==> config.mk <==
export PLATFORM = sky130hd
export DESIGN_NAME = pix_strobe_gen
export DESIGN_NICKNAME = d
export VERILOG_FILES = /design/src/rtl/pix_strobe_gen.sv
export SDC_FILE = /design/constraint.sdc
export NUM_CORES = 1
export LEC_CHECK = 0
export CAP_MARGIN = 20
export CORE_MARGIN = 5
export CORE_UTILIZATION = 65
export CTS_CLUSTER_SIZE = 28
export DETAILED_ROUTE_END_ITERATION = 12
export DONT_BUFFER_PORTS = 1
export PLACE_DENSITY = 0.84
export SYNTH_ARGS = -nofsm -noshare
export SYNTH_HDL_FRONTEND = slang
export SYNTH_SLANG_ARGS = --single-unit
==> constraint.sdc <==
create_clock -name clk -period 5.7 [get_ports clk]
set_clock_uncertainty 0.05 [all_clocks]
set_input_delay 0.57 -clock clk [delete_from_list [all_inputs] [get_ports clk]]
set_output_delay 0.57 -clock clk [all_outputs]
set_load 0.02 [all_outputs]
==> src/rtl/pix_strobe_gen.sv <==
module pix_strobe_gen #(
  parameter int RW          = 8,
  parameter int PIX_PER_GRP = 8,
  parameter int PIX_W       = 10,
  localparam int DW         = PIX_PER_GRP * PIX_W,
  localparam int AW         = RW + 1
) (
  input  logic          clk,
  input  logic          rst_n,
  input  logic          cfg_load,
  input  logic [RW-1:0] cfg_num,
  input  logic [RW-1:0] cfg_den,
  input  logic          buf_empty,
  input  logic [DW-1:0] buf_data,
  output logic          buf_rd,
  output logic          slot,
  output logic          pix_valid,
  output logic [DW-1:0] pix_data,
  output logic          cfg_err,
  output logic          underflow
);

  logic [RW-1:0] num_q, den_q;
  logic          ok_q;
  logic [AW-1:0] acc_q, sum;
  logic          take, cfg_good;

  assign take     = !rst_n || cfg_load;
  assign cfg_good = (cfg_den != '0) && (cfg_num <= cfg_den);
  assign sum      = acc_q + AW'(num_q);
  assign slot     = rst_n && ok_q && (sum >= AW'(den_q));
  assign buf_rd   = slot && !buf_empty;
  assign cfg_err  = !ok_q;

  always_ff @(posedge clk) begin
    if (take) begin
      num_q <= cfg_num;
      den_q <= cfg_den;
      ok_q  <= cfg_good;
      acc_q <= '0;
    end else if (slot) begin
      acc_q <= sum - AW'(den_q);
    end else if (ok_q) begin
      acc_q <= sum;
    end
  end

  always_ff @(posedge clk) begin
    if (!rst_n) begin
      pix_valid <= 1'b0;
      pix_data  <= '0;
      underflow <= 1'b0;
    end else begin
      pix_valid <= buf_rd;
      if (buf_rd) pix_data <= buf_data;
      if (slot && buf_empty) underflow <= 1'b1;
    end
  end

  AST_ACC_BOUND:    assert property (@(posedge clk) disable iff (!rst_n) !cfg_err |-> acc_q < AW'(den_q));
  AST_FULL_RATE:    assert property (@(posedge clk) disable iff (!rst_n) (!cfg_err && num_q == den_q) |-> slot);
  AST_BAD_CFG_IDLE: assert property (@(posedge clk) disable iff (!rst_n) cfg_err |-> !slot && !buf_rd);
  AST_RD_GATED:     assert property (@(posedge clk) disable iff (!rst_n) buf_empty |-> !buf_rd);
  AST_VALID_AFTER:  assert property (@(posedge clk) disable iff (!rst_n) buf_rd |=> pix_valid);
  AST_DATA_HELD:    assert property (@(posedge clk) disable iff (!rst_n) !buf_rd |=> !pix_valid && $stable(pix_data));
  AST_UF_RISE:      assert property (@(posedge clk) disable iff (!rst_n) (slot && buf_empty) |=> underflow);
  AST_UF_STICKY:    assert property (@(posedge clk) disable iff (!rst_n) underflow |=> underflow);

endmodule

Yosys cells after proc, flatten, opt, wreduce, memory -nomap -nowiden
Index checks and enable logic that the tools add are counted.
{"block": "totals", "elab_cells": 24, "input_bits": 100, "ff_bits": 108, "out_inout_bits": 85}
{"block": "op_classes", "n_reduce_logical": 11, "n_lt_le_gt_ge": 2, "add_sub_neg": 2, "muxes": 2}
{"cell": "9-bit 2-to-1 mux", "count": 2}
{"cell": "9-bit by 8-bit adder with 9-bit output", "count": 1}
{"cell": "9-bit by 8-bit >= comparator with 1-bit output", "count": 1}
{"cell": "9-bit by 8-bit subtractor with 9-bit output", "count": 1}
{"cell": "8-bit less-or-equal comparator", "count": 1}
{"cell": "8-bit nonzero test", "count": 1}
{"cell": "1-bit logical AND", "count": 5}
{"cell": "1-bit zero test", "count": 3}
{"cell": "2-bit nonzero test", "count": 1}
{"cell": "1-bit logical OR", "count": 1}

Depth between registers and ports, before layout
Gate-level depths: netlist (run 1).
{"block": "logic_depth", "ltp_word": 4, "depth_mapped": 16, "depth_no_buf": 14}

Least setup slack after synthesis (run 1)
No wires, ideal clock.
{"block": "synth_path", "path_kind": "register to output", "startpoint": "register num_q[0]", "endpoint": "output port buf_rd", "arrival_time_ns": 2.859, "stages_incl_launch_ff": 14, "path_slack_ns": 2.221, "path_buffers": 2, "required_ns": 5.080, "path_cell_list": "edfxtp_1 > ha_1 > fa_1 > a211oi_2 > o21ai_0 > xor2_1 > ha_1 > a21o_1 > a21oi_1 > a311oi_2 > nand2b_1 > buf_4 > clkinv_4 > buf_6"}
{"block": "synth_between", "elab_chain_len": 4}
{"element": "from (decl)", "line": "23", "text": "logic [RW-1:0] num_q, den_q;"}
{"element": "from (signal assigned)", "line": "37", "text": "num_q <= cfg_num;"}
{"element": "9-bit by 8-bit adder with 9-bit output", "line": "30", "text": "assign sum = acc_q + AW'(num_q);"}
{"element": "9-bit by 8-bit >= comparator with 1-bit output", "line": "31", "text": "assign slot = rst_n && ok_q && (sum >= AW'(den_q));"}
{"element": "1-bit logical AND", "line": "31"}
{"element": "1-bit logical AND", "line": "32", "text": "assign buf_rd = slot && !buf_empty;"}
{"element": "to (decl)", "line": "15", "text": "output logic buf_rd,"}
No other way between the ends.

Final worst setup path (run 1)
Ends and elaborated chain as after synthesis.

==> results.py, run 1 <==
metrics = {
    "sta": {
        "maxSlewHeadroom": 0.451,
        "time_the_worst_path_needs_with_i_o_delays_and_setup_ns": 4.33,
        "tns_ns": 0,
        "finalCritPeriodShare": 0.759,
        "post-route-worst-setup-slack_ns": 1.37,
        "tightestPinTransition_ns": 0.823,
        "setup_violations": 0,
        "rsz_0062_raised_after_global_routing": "no",
        "max_slew_violation_count": 0,
        "final-hold-violation-count": 0,
        "fmaxAchievable_mhz": 231,
    },
    "cts": {
        "cts_hold_bufs": 0,
        "tritoncts.num_buffers": 9,
        "post_cts_buffers": 0,
        "ctsResizeCount": 0,
        "clkTransAtPathRegs_ns": 0.10,
        "clock_tree_from_tritoncts": "done",
        "cts-root-buf": "clkbuf_8",
        "number_of_sinks_driven_by_the_clock_tree": 108,
        "htree_num_levels": 3,
        "clkLatencyLatePin_ns": 0.35,
        "max-clock-path-buffers": 2,
    },
    "setup_path": {
        "timing.reg2reg.worst_path_depth": 14,
        "crit_arrival_ns": 3.71,
        "cp_data_required_time_ns": 5.08,
        "critical_path_class": "reg -> out",
        "rrSetupSlack_ns": 1.68,
        "setup.worst_path.end_class": "output port",
        "worst_r2r_endpoint": "pix_data[33]",
        "worstPathMaxFanout": 81,
        "reg2reg_from": "num_q[0]",
        "start_kind": "flop",
    },
    "power": {
        "p_int_mw": 1.17,
        "share_clk_of_total_power": 0.244,
        "power_density_nw_per_um2": 359,
        "netSwitchingFraction": 0.338,
        "netSwitchingPower_mw": 0.595,
        "power_leakage_nw": 1.81,
        "seq_power_share": 0.518,
        "worst_ir_drop_vdd_v": 0.000209,
        "p_comb_frac": 0.237,
    },
    "hold_path": {
        "worst_hold_path.num_cells": 0,
        "timing.hold.worst.start": "cfg_num[7]",
        "min-delay-path-class": "in -> reg",
        "holdPathEnd": "num_q[7]",
    },
    "synthesis": {
        "most_instantiated_flip_flop_cell_in_the_synthesis_netlist": "dfxtp_1",
        "post_synth_top_area_cell": "dfxtp_1",
        "synth-seq-area-share": 0.492,
        "synth_enable_flop_cells": 17,
        "synthDominantCellAreaShare": 0.384,
        "synth_async_reset_ratio": 0,
        "synth.distinct_cells": 47,
        "syn_inst": 550,
        "syn_warnings": 0,
        "ys_ff_latch": 108,
        "synthTopCellsByArea": "dfxtp_1, nand2_1, edfxtp_1",
        "post_synth.cell_area_avg_um2": 8.62,
        "synth_area_um2": 4740,
        "synthesized_net_count": 676,
    },
    "finish": {
        "insertedDiodeCount": 0,
        "final_layout_size_suffix_gt1_frac": 0.0499,
        "count_of_filler_cells_inserted_in_the_layout": 605,
        "multi_input_area_um2": 2140,
        "area.growth.synth_to_final_pct": 3.51,
        "regArea_um2": 2330,
        "layout.nets": 662,
    },
    "floorplanning": {
        "die-width_um": 95.4,
        "core.rowCount": 31,
        "initial_core_util": 0.661,
        "placeableCoreArea_um2": 7180,
        "die_area_um2": 9100,
        "boundaryPins": 185,
        "die_height_um": 95.4,
    },
    "global_route": {
        "grt_max_degree": 84,
        "groute.usage.overall": 0.220,
        "grt_overflow_total": 0,
        "grt_pass1_wl_mm": 15.7,
        "number_of_antenna_violations_at_the_first_check_in_global_routing": 0,
        "first_global_vias": 3410,
    },
    "placed_design": {
        "dp_hpwl_mm": 7.91,
        "port-buffer-count": 0,
        "globalplace.congestion": 0.859,
        "pre_cts_ws_ns": 1.73,
    },
    "drt": {
        "post_route_antenna_net_violation_count": 0,
        "drt_drc_violations_left": 0,
        "route.vias.total": 3665,
        "totalWireLength_mm": 10.5,
        "drt_first_pass_iters": 4,
        "wire_per_inst_um": 16.5,
        "viasPerCell": 5.73,
        "drt-initial-drc-count": 188,
    },
    "run_status": {
        "outcome": "completed",
    },
    "run": {
        "cap_viol_max_count": 0,
    },
}
cell families after synthesis:
kind of cell               count (synthesis)  synth area share
and+or+nand+nor                          216             0.185
AOI/OAI and AO/OA                        134             0.166
DFF                                      108             0.492
buffers and inverters                     51            0.0567
adders and majority gates                 26            0.0718
xor gates and xnor gates                  11            0.0203
muxes                                      4           0.00844
worst max-delay path, stage by stage, from the launching register on:
cell	delay, ns
edfxtp_1	0.39
ha_1	0.24
fa_1	0.45
a211oi_2	0.31
o21ai_0	0.15
xor2_1	0.18
ha_1	0.34
a21o_1	0.20
a21oi_1	0.20
a311oi_2	0.12
buf_4	0.23
nand2b_2	0.12
clkinv_4	0.41
synth_stat cells (2+ instances only):
cell and n:
nand2_1 169, a21oi_1 93, dfxtp_1 91, ha_1 24
inv_1 20, nor2_1 18, edfxtp_1 17, clkbuf_1 12
a211oi_1 7, buf_2 7, buf_6 7, nor2b_1 6
o21ai_0 6, xnor2_1 6, xor2_1 5, a21o_1 4
mux2i_1 4, nand2b_1 4, nand3_1 4, nor3_1 4
o21a_1 4, buf_4 3, nor4_1 3, o211ai_1 3
a22oi_1 2, fa_1 2, nand4_1 2, o2111ai_1 2
o31ai_1 2, or3_1 2
worst max path at each step:
stage | start | endpoint | slack, ns | cells past startpoint
after global placement | num_q[0] | buf_rd | 1.85 | 12
after detailed placement | num_q[0] | pix_data[33] | 1.73 | 14
after CTS | num_q[0] | buf_rd | 1.37 | 12
final | num_q[0] | buf_rd | 1.37 | 12
after floorplan | num_q[0] | buf_rd | 2.22 | 13
after global routing | num_q[0] | buf_rd | 1.11 | 12
cell type report:
cell class / instances / share of cell area
sequential: 108 / 0.475
clock inverter: 6 / 0.0115
multi-input combinational: 391 / 0.437
inverter: 22 / 0.0178
clock buffer: 10 / 0.0260
timing repair buffer: 4 / 0.00765
tap: 99 / 0.0252
metal layers:
layer  global-route usage  wire length, µm  vias up
li1                     -                -     1822
met1                0.251             4000     1677
met2                0.394             5390      154
met3               0.0639             1040       12
met4               0.0711              114        0
met5                    0                0        -
layout by cell type, fill, tap and decap left out, types with 5 or more instances in the layout:
cell,synthesis,final
nand2_1,169,169
a21oi_1,93,93
dfxtp_1,91,91
ha_1,24,24
inv_1,20,19
nor2_1,18,18
edfxtp_1,17,17
clkbuf_8,0,9
a211oi_1,7,7
nor2b_1,6,6
o21ai_0,6,6
xnor2_1,6,6
xor2_1,5,5
power groups by stage:
stage / registers (mW) / logic, mW / clock network [mW]
floorplan: 0.917 / 0.358 / 0
global route: 0.921 / 0.467 / 0.478
CTS: 0.915 / 0.415 / 0.441
detailed placement: 0.933 / 0.411 / 0
global placement: 0.930 / 0.395 / 0
finish: 0.914 / 0.418 / 0.431
state kept, by name (all words and copies together) (netlist names):
register,flops
acc_q,9
den_q,8
num_q,8
ok_q,1
pix_data,80
pix_valid,1
underflow,1
metrics by stage:
step | hold slack [ns] | cell area, µm² | std cells | util | power, mW
after floorplan | 0.386 | 4740 | 550 | - | 1.27
after global placement | 0.399 | 4710 | 623 | 0.656 | 1.33
after detailed placement | 0.412 | 4710 | 623 | 0.656 | 1.34
after CTS | 0.235 | 4890 | 639 | 0.682 | 1.77
after global routing | 0.226 | 4910 | 640 | 0.684 | 1.87
final | 0.257 | 4910 | 640 | 0.684 | 1.76
(Power assumes the default switching activity.)
==> run 2: changes to the inputs <==
- CORE_UTILIZATION: 65 -> 57
- PLACE_DENSITY: 0.84 -> 0.78
- clock period: 5.7 -> 3.9 ns (I/O delays scaled with it)
==> run 2 against run 1 <==
Hold slack got worse by 0.19 ns; routed wire length rose by 7.4%; count of clock-buffer cells in the layout down 1; cell count is 2.7% higher; core utilization fell by 6.3 points; non-clock buffer count grew 11; setup slack worse by 1.2 ns; largest cell class unchanged; largest power group unchanged.
==> results.py, run 2 (same netlist as run 1, synthesis figures left out) <==
metrics = {
    "power": {
        "power_density_nw_per_um2": 529,
        "power_leakage_nw": 1.89,
        "worst_ir_drop_vdd_v": 0.000247,
    },
    "setup_path": {
        "critical_path_class": "reg -> out",
        "cell_occurring_most_often_along_the_worst_timing_path": "ha_1",
        "rrSetupSlack_ns": 0.28,
        "crit_arrival_ns": 3.29,
        "timing.reg2reg.worst_path_depth": 15,
        "worst_r2r_endpoint": "pix_data[17]",
        "cp_data_required_time_ns": 3.46,
        "timing.critical_path.cells": "ha_1, fa_2, a211oi_2, o21ai_0, xor2_1, ha_1, a21o_1, a21oi_2, a311oi_2, nand2b_2, inv_8, buf_12",
        "setup.worst_path.end_class": "output port",
        "worstPathMaxFanout": 15,
        "critical_path.startpoint": "num_q[0]",
        "critical-path-slowest-cell": "edfxtp_1",
        "reg2reg_from": "num_q[0]",
        "start_kind": "flop",
        "timing.critical_path.slowest_cell_delay_ns": 0.40,
    },
    "floorplanning": {
        "initial_core_util": 0.580,
        "boundaryPins": 185,
        "core.rowCount": 33,
        "die-width_um": 101,
        "die_height_um": 101,
        "die_area_um2": 10200,
        "placeableCoreArea_um2": 8180,
    },
    "cts": {
        "max-clock-path-buffers": 2,
        "cts-root-buf": "clkbuf_8",
        "number_of_sinks_driven_by_the_clock_tree": 108,
        "tritoncts.num_buffers": 9,
        "clock_tree_from_tritoncts": "done",
        "cts_hold_bufs": 0,
        "clkLatencyLatePin_ns": 0.36,
        "clkTransAtPathRegs_ns": 0.11,
        "htree_num_levels": 3,
    },
    "placed_design": {
        "globalplace.congestion": 0.885,
        "port-buffer-count": 0,
        "dp_hpwl_mm": 8.25,
        "pre_cts_ws_ns": 0.247,
    },
    "finish": {
        "insertedDiodeCount": 0,
        "largest_register_ff_count": 80,
        "mostFrequentLayoutCell": "nand2_1",
        "area.growth.synth_to_final_pct": 7.02,
        "mostFrequentLayoutCells": "nand2_1, a21oi_1, dfxtp_1",
        "top_register": "pix_data",
        "largestRegisters": "pix_data x80, acc_q x9",
        "fin_util": 0.621,
        "final_layout_size_suffix_gt1_frac": 0.0779,
        "layout.nets": 673,
    },
    "sta": {
        "max_slew_violation_count": 0,
        "tightestPinTransition_ns": 0.821,
        "final-hold-violation-count": 0,
        "fmaxAchievable_mhz": 268,
        "post-route-worst-setup-slack_ns": 0.173,
        "maxSlewHeadroom": 0.453,
        "time_the_worst_path_needs_with_i_o_delays_and_setup_ns": 3.73,
        "rsz_0062_raised_after_global_routing": "no",
        "finalCritPeriodShare": 0.956,
        "setup_violations": 0,
        "tns_ns": 0,
    },
    "drt": {
        "viasPerCell": 5.77,
        "route.vias.total": 3790,
        "wire_per_inst_um": 17.2,
        "drt-initial-drc-count": 147,
        "drt_first_pass_iters": 5,
        "drt_drc_violations_left": 0,
        "totalWireLength_mm": 11.3,
        "post_route_antenna_net_violation_count": 0,
    },
    "hold_path": {
        "worst_hold_path.num_cells": 0,
        "holdPathEnd": "den_q[7]",
        "timing.hold.worst.start": "cfg_den[7]",
        "min-delay-path-class": "in -> reg",
    },
    "run_status": {
        "outcome": "completed",
    },
    "global_route": {
        "grt_pass1_wl_mm": 17.0,
        "grt_max_degree": 84,
        "groute.usage.overall": 0.204,
        "grt_overflow_total": 0,
        "first_global_vias": 3611,
        "number_of_antenna_violations_at_the_first_check_in_global_routing": 0,
    },
    "run": {
        "cap_viol_max_count": 0,
    },
}
-- run 2: final cells by class --
class                           instances  area, µm²
Timing Repair Buffer                   15        163
Fill cell                             710       3100
Sequential cell                       108       2330
Multi-Input combinational cell        391       2160
Inverter                               22       90.1
Tap cell                              105        131
Clock inverter                          7       75.1
Clock buffer                            9        124
-- run 2: power by group --
| group | switching [mW] | internal [mW] |
|---|---|---|
| clock network | 0.417 | 0.255 |
| registers | 0.122 | 1.21 |
| logic | 0.392 | 0.286 |
-- run 2: worst max-delay path, delay by kind of cell (launching register included) --
kind / cells / cell delay [ns]
xor gates and xnor gates: 1 / 0.20
adders and majority gates: 3 / 0.99
buffers and inverters: 2 / 0.22
and+or+nand+nor: 1 / 0.16
AOI/OAI and AO/OA: 5 / 0.94
DFF: 1 / 0.40
-- run 2: layer usage --
layer	wire length, µm	part of all wire	GRT usage
met5	0	0	0
met4	271	0.024	0.0798
met3	1080	0.095	0.0620
met2	5790	0.51	0.360
met1	4180	0.37	0.231
-- run 2: stage by stage --
stage | std cells | hold WS [ns] | area [µm²] | power, mW
floorplan | 550 | 0.386 | 4740 | 1.86
global placement | 631 | 0.401 | 4760 | 1.95
detailed placement | 631 | 0.406 | 4760 | 1.98
CTS | 648 | 0.0552 | 4960 | 2.66
global route | 657 | 0.0422 | 5070 | 2.83
finish | 657 | 0.0649 | 5070 | 2.69
-- run 2: worst max path at each step --
stage,end,slack [ns],depth (start not counted)
floorplan,buf_rd,0.60,13
global placement,pix_data[50],0.39,14
detailed placement,pix_data[53],0.25,14
CTS,buf_rd,0.02,12
global route,buf_rd,0.005,12
finish,buf_rd,0.17,12
-- run 2: timing repair --
action,4_1_cts,5_1_grt
pin swaps,1,6
setup buffers,1,7
setup endpoints to repair,1,3
gates cloned,0,1
gates resized for setup,0,5
==> run 3: changes to the inputs <==
- CORE_UTILIZATION: 57 -> 40
- PLACE_DENSITY: 0.78 -> 0.59
==> run 3 against run 2 <==
Core utilization fell by 16 points; first-iteration DRC count rose by 86%; flip-flop and latch count did not move; design area rose by 3.8%; critical path depth did not move; cell count rose by 5.3%; routed wire length rose by 7.8%; clock power rose by 41%; hold slack improved by 0.017 ns.
==> results.py, run 3 (same netlist as run 1, synthesis figures left out) <==
metrics = {
    "run_status": {
        "outcome": "completed",
    },
    "finish": {
        "mostFrequentLayoutCells": "nand2_1, a21oi_1, dfxtp_1",
        "largestRegisters": "pix_data x80, acc_q x9",
        "top_register": "pix_data",
        "area.growth.synth_to_final_pct": 11.1,
        "largest_register_ff_count": 80,
        "mostFrequentLayoutCell": "nand2_1",
        "layout.nets": 670,
        "insertedDiodeCount": 0,
        "fin_util": 0.457,
        "final_layout_size_suffix_gt1_frac": 0.0729,
    },
    "power": {
        "power_leakage_nw": 1.95,
        "report.power.total_mw": 2.97,
        "worst_ir_drop_vdd_v": 0.000334,
        "power_density_nw_per_um2": 565,
    },
    "floorplanning": {
        "die_height_um": 119,
        "initial_core_util": 0.412,
        "die-width_um": 119,
        "die_area_um2": 14100,
        "core.rowCount": 39,
        "placeableCoreArea_um2": 11500,
        "boundaryPins": 185,
    },
    "cts": {
        "htree_num_levels": 3,
        "clkTransAtPathRegs_ns": 0.07,
        "clkLatencyLatePin_ns": 0.35,
        "clock_tree_from_tritoncts": "done",
        "cts-root-buf": "clkbuf_16",
        "cts_hold_bufs": 0,
        "max-clock-path-buffers": 2,
        "tritoncts.num_buffers": 9,
        "number_of_sinks_driven_by_the_clock_tree": 108,
    },
    "setup_path": {
        "cp_data_required_time_ns": 3.46,
        "critical_path_class": "reg -> out",
        "rrSetupSlack_ns": 0.47,
        "crit_arrival_ns": 3.23,
        "worstPathMaxFanout": 11,
        "setup.worst_path.end_class": "output port",
        "start_kind": "flop",
    },
    "hold_path": {
        "min-delay-path-class": "in -> reg",
    },
    "global_route": {
        "first_global_vias": 3439,
        "groute.usage.overall": 0.161,
        "number_of_antenna_violations_at_the_first_check_in_global_routing": 0,
        "grt_pass1_wl_mm": 18.2,
        "grt_max_degree": 84,
        "grt_overflow_total": 0,
    },
    "drt": {
        "top_layer": "met4",
        "viasPerCell": 5.36,
        "route.vias.total": 3711,
        "wirelength_met1_mm": 5.01,
        "drt_drc_violations_left": 0,
        "totalWireLength_mm": 12.2,
        "post_route_antenna_net_violation_count": 0,
        "drt_first_pass_iters": 4,
        "wire_per_inst_um": 17.6,
        "drt-initial-drc-count": 273,
        "met2_length_mm": 6.09,
        "met3_wirelength_um": 805,
    },
    "sta": {
        "time_the_worst_path_needs_with_i_o_delays_and_setup_ns": 3.67,
        "tns_ns": 0,
        "finalCritPeriodShare": 0.942,
        "tightestPinTransition_ns": 0.864,
        "final-hold-violation-count": 0,
        "max_slew_violation_count": 0,
        "maxSlewHeadroom": 0.424,
        "setup_violations": 0,
        "fmaxAchievable_mhz": 272,
    },
    "placed_design": {
        "port-buffer-count": 0,
        "globalplace.congestion": 0.758,
        "dp_hpwl_mm": 8.31,
    },
    "run": {
        "cap_viol_max_count": 0,
    },
}
## run 3: changes by cell type in the layout (fill, tap and decap cells not counted), moves of 2 or more
cell and change:
buf_4 -5, clkbuf_16 +10, clkinv_4 +2, clkbuf_8 -8, inv_8 -3
## run 3: layout make-up
class | count | area [µm²]
clock buffer | 10 | 239
multi-input combinational | 391 | 2160
inverter | 22 | 87.6
clock inverter | 6 | 76.3
tap | 143 | 179
sequential | 108 | 2330
fill | 1104 | 6250
timing repair buffer | 12 | 190
## run 3: per-stage QoR
step / cell area (µm²) / setup WS (ns) / hold WS (ns) / std cells
after global routing: 5270 / -0.00929 / 0.0618 / 692
after detailed placement: 4800 / 0.377 / 0.408 / 668
final: 5270 / 0.226 / 0.0823 / 692
after floorplan: 4740 / 0.601 / 0.386 / 550
after global placement: 4800 / 0.431 / 0.403 / 668
after CTS: 5150 / 0.0399 / 0.0655 / 685
## run 3: where the power goes
part | leakage (nW) | switching (mW) | internal, mW
registers | 0.910 | 0.122 | 1.21
logic | 0.880 | 0.394 | 0.296
clock network | 0.156 | 0.421 | 0.527
## run 3: path summary, 6_finish.rpt
path	from	cells after the start	end
worst max-delay path	num_q[0]	12	buf_rd
worst min-delay path	cfg_num[7]	0	num_q[7]
worst max register to register	num_q[0]	14	pix_data[66]
worst min register to register	acc_q[5]	2	acc_q[5]
## run 3: repair_timing
item	4_1_cts	5_1_grt
setup endpoints to repair	1	2
pin swaps	0	5
buffers inserted	0	4
cloned	1	2
gates resized for setup	1	6
## run 3: worst max-delay path: stages (launching register included)
cell and delay, ns:
edfxtp_1 0.39, ha_2 0.22, fa_2 0.44, a211oi_4 0.25
o21ai_1 0.11, xor2_1 0.17, ha_1 0.35, a21o_1 0.16
a21oi_2 0.07, a311oi_2 0.33, nand2b_2 0.13, clkinv_4 0.11
buf_16 0.16
## run 3: layer usage
| metal | up-vias | global-route usage |
|---|---|---|
| li1 | 1842 | - |
| met1 | 1726 | 0.191 |
| met2 | 125 | 0.269 |
| met3 | 18 | 0.0488 |
| met4 | 0 | 0.0768 |
| met5 | - | 0 |
